**src/rtl/shift1_fill.sv**
```systemverilog
module shift1_fill #(
  parameter int WIDTH = 8
) (
  input  logic [WIDTH-1:0] din,
  input  logic             fill_lo,
  input  logic             fill_hi,
  input  logic             shift_req,
  input  logic             dir_right,
  input  logic             en,
  output logic [WIDTH-1:0] dout
);

  localparam int EXT_W = WIDTH + 2;

  logic [EXT_W-1:0] ext;
  logic             sel_hold;
  logic             sel_up;
  logic             sel_down;

  // Word padded by its fills: ext[0] stands for din[-1], ext[WIDTH+1] for din[WIDTH].
  assign ext      = {fill_hi, din, fill_lo};
  assign sel_hold = en & ~shift_req;
  assign sel_up   = en & shift_req & ~dir_right;
  assign sel_down = en & shift_req & dir_right;

  for (genvar i = 0; i < WIDTH; i++) begin : g_bit
    assign dout[i] = (sel_hold & ext[i+1]) | (sel_up & ext[i]) | (sel_down & ext[i+2]);
  end

  always_comb begin
    if (!en) begin
      assert_off_zero_R1: assert (dout == '0);
    end
    if (en && !shift_req) begin
      assert_pass_R2: assert (dout == din);
    end
    if (en && shift_req && !dir_right) begin
      assert_up_body_R3: assert (dout[WIDTH-1:1] == din[WIDTH-2:0]);
      assert_up_fill_R5: assert (dout[0] == fill_lo);
    end
    if (en && shift_req && dir_right) begin
      assert_down_body_R4: assert (dout[WIDTH-2:0] == din[WIDTH-1:1]);
      assert_down_fill_R6: assert (dout[WIDTH-1] == fill_hi);
    end
  end

  initial begin
    assert_width_min_R9: assert (WIDTH >= 2);
  end

endmodule

```
**config.mk**
```make
export PLATFORM = sky130hd
export DESIGN_NAME = shift1_fill
export DESIGN_NICKNAME = d
export VERILOG_FILES = /design/src/rtl/shift1_fill.sv
export SDC_FILE = /design/constraint.sdc
export NUM_CORES = 1
export LEC_CHECK = 0
export BUFFER_PORTS_ARGS = -buffer_cell sky130_fd_sc_hd__buf_2
export CORE_AREA = 2 2 39 41
export DETAILED_ROUTE_END_ITERATION = 8
export DIE_AREA = 0 0 41 43
export GPL_TIMING_DRIVEN = 0
export RECOVER_POWER = 100
export REMOVE_ABC_BUFFERS = 1
export SYNTH_ARGS = -nofsm -noshare
export SYNTH_HDL_FRONTEND = slang
export SYNTH_SLANG_ARGS = --single-unit
export TNS_END_PERCENT = 5
```
**constraint.sdc**
```tcl
create_clock -name vclk -period 1
set_input_delay 0.25 -clock vclk [all_inputs]
set_output_delay 0.25 -clock vclk [all_outputs]
set_load 0.1 [all_outputs]
```
== After elaboration in Yosys (flattened, before gate mapping) ==
Cells that the tools add are included.

* Output and inout port bits: 8
* Input port bits: 13
* Logic and storage cells: 46
* Flip-flop bits (word level): 0

* Bitwise gates (word level): 46

{| class="wikitable"
|+ Operators by type and width
! kind !! number
|-
| $and A1 B1 Y1 || 28
|-
| $or A1 B1 Y1 || 16
|-
| $not A1 Y1 || 2
|}

== Depth between registers and ports, before layout ==
* Word-level depth: 5
* Depth in mapped cells: 3
* Depth with buffers taken out: 2

== Worst setup path before layout ==
OpenSTA, ideal clock, no wires.

* Path type: input to output
* Start: input port dir_right
* End: output port dout[0]
* Path buffers: 1
* Required time: 750 ps
* Cell stages on the path: 3
* Slack: -1227 ps
* Arrival: 1977 ps
* Path through: buf_6 > mux2i_1 > a21oi_1

* Cells in the longest elaborated chain, start to end: 5
* Elaborated cells between the ends (all ways): 7
* Classes of those cells: bitwise: 7

{| class="wikitable"
|+ RTL lines
! element !! RTL line !! text
|-
| start, declared || 8 || <nowiki>input logic dir_right,</nowiki>
|-
| $not A1 Y1 || 23 || <nowiki>assign sel_up = en & shift_req & ~dir_right;</nowiki>
|-
| $and A1 B1 Y1 || 23 ||
|-
| $and A1 B1 Y1 || 27 || <nowiki>assign dout[i] = (sel_hold & ext[i+1]) | (sel_up & ext[i]) | (sel_down & ext[i+2]);</nowiki>
|-
| $or A1 B1 Y1 || 27 ||
|-
| $or A1 B1 Y1 * || 27 ||
|-
| end, declared || 10 || <nowiki>output logic [WIDTH-1:0] dout</nowiki>
|}

Mark *: on every way between the ends. The rest lies on a longest branch, timed or not.

== Final worst setup path ==
* Start: input port dir_right
* End: output port dout[5]

Same word-level chain as after synthesis.

==> results.cfg <==
[power]
power.internal_mw = 0.107
switchingPower_mw = 0.244
powerDensity_nw_per_um2 = 920
pwr-share-seq = 0
max-vdd-ir-drop_mv = 0.285
pwr-share-comb = 1.000
power.total_mw = 0.351
power.leakage_nw = 0.183
p_sw_frac = 0.694
clkPwrFrac = 0

[setup_path]
critical_path.endpoint = dout[5]
path_class = input pin to output pin
timing.critical_path.fanout_max = 8
cpPeakStageDelay_ps = 250
required_ps = 750
worst-path-buf-inv = 2
critPathLaunchType = input pin
cp_top_family = buffers and inverters
critPathSlowestCell = buf_6
end_kind = output pin
crit_start = dir_right
worstPathCellList = buf_12, mux2i_1, a21oi_1, buf_6
cp.arrival_ps = 890
crit_cells = 4

[global_route]
top_usage_layer = met2
grt_overflow = 0
use_met2 = 0.144
grt_antenna_before_repair = 0
grtUsageMet3 = 0
grt_pass1_vias = 263
grt_max_degree = 17
met1_usage = 0.108
grt_pass1_wl_mm = 1.07
gr-usage-all-layers = 0.0799

[drt]
ant_nets = 0
vias = 274
viasPerCell = 4.49
first_pass_iters = 2
avgRoutedWirePerCell_um = 10.7
drc = 0
finalWirelength_um = 651
drt_iter0_markers = 2

[die]
fp.dieArea_sq_um = 1760
rows = 14
ios = 21
start_util = 0.135
dieWidth_um = 41
fp.dieH_um = 43
core_sq_um = 1380

[outcome]
status = complete, but fails checks
failed_checks = setup timing

[final_layout]
layoutNonFillerInstCount = 61
num_antenna_cells = 0
clkbuf_count = 0
regArea_sq_um = 0
syn_to_final_growth_pct = 105
drive_gt1_frac = 0.533
layout.nets = 60
seq_cell_count = 0

[timing]
fin_ws_ps = -144
worstMarginPinSlew_ps = 202
period_minus_slack_ps = 1140
rsz0062_at_grt = true
setup_violations = 8
timing.hold.ws_ps = 873
slew_headroom = 0.864
final_max_slew_viol_count = 0
hold_violations = 0
min_period_over_period = 1.14
tns_ps = -1080
clock.fmax_mhz = 874

[place]
placedCellCount = 61
portBuffers = 21
gp_congestion = 0.620
place_ws_ps = -423

[logic_synthesis]
syn_area_sq_um = 186
ys_types = 6
ys_warn_count = 0
synth.avg_cell_area_sq_um = 7.17
postSynthCellCount = 26
yosysSeqAreaShare = 0

[flow_run]
max_cap_viol_count = 0

[clocking]
post-cts-setup-buffers = 0
hold_buffers = 0

[hold_path]
hold_path_class = input pin to output pin
min_from = shift_req
## synthesized netlist by cell type, drive strengths merged
cell type,count,area (sq um)
a21oi,8,40.0
o21ai,8,43.8
mux2i,8,80.1
buf,2,22.5
## tightest hold or removal path, stage by stage
cell and delay (ps):
buf_8 120, a21oi_2 80, buf_8 170
## routing by layer
metal,vias up,part of all wire
li1,138,-
met1,119,0.46
met2,17,0.44
met3,0,0.10
met4,0,0
met5,-,0
## worst min-delay path by stage
stage	end	slack [ps]	depth (start not counted)
global route	dout[2]	890	3
detailed placement	dout[1]	1010	4
finish	dout[3]	870	3
CTS	dout[0]	900	3
global placement	dout[1]	1010	4
floorplan	dout[1]	880	2
## cell type report
cell class | instances | area [sq um]
fill | 153 | 1000
timing repair buffer | 21 | 190
multi-input combinational | 24 | 171
tap | 16 | 20.0
## kinds of logic (layout without fill, tap and decap cells)
kind of cell    count (synthesis)  count (layout)  synth area share
mux                             8               8             0.430
buf+inv                         2              21             0.121
compound gates                 16              16             0.450
## metrics by stage
stage,util,cell area [sq um]
after global routing,0.276,382
after floorplan,-,164
after global placement,0.209,289
after CTS,0.262,363
after detailed placement,0.209,289
final,0.276,382
## cell usage in the layout, fill, tap and decap left out
cell	count
o21ai_1	3
a21oi_2	2
mux2i_1	8
buf_12	1
buf_2	10
buf_8	3
o21ai_0	4
a21oi_1	6
buf_6	6
buf_4	1
o21ai_2	1
## what timing repair did
item | CTS | global route
endpoints found under the setup margin | 8 | 8
pin swaps | 8 | 0
hold endpoints to repair | 0 | 0
gates cloned | 0 | 0
resized for setup | 23 | 7
## power groups by stage
stage               logic (mW)  registers, mW  clock network (mW)
finish                   0.351              0                   0
global route             0.367              0                   0
CTS                      0.338              0                   0
detailed placement       0.292              0                   0
global placement         0.291              0                   0
floorplan                0.218              0                   0
No activity file was read; power rests on OpenSTA's default activity.
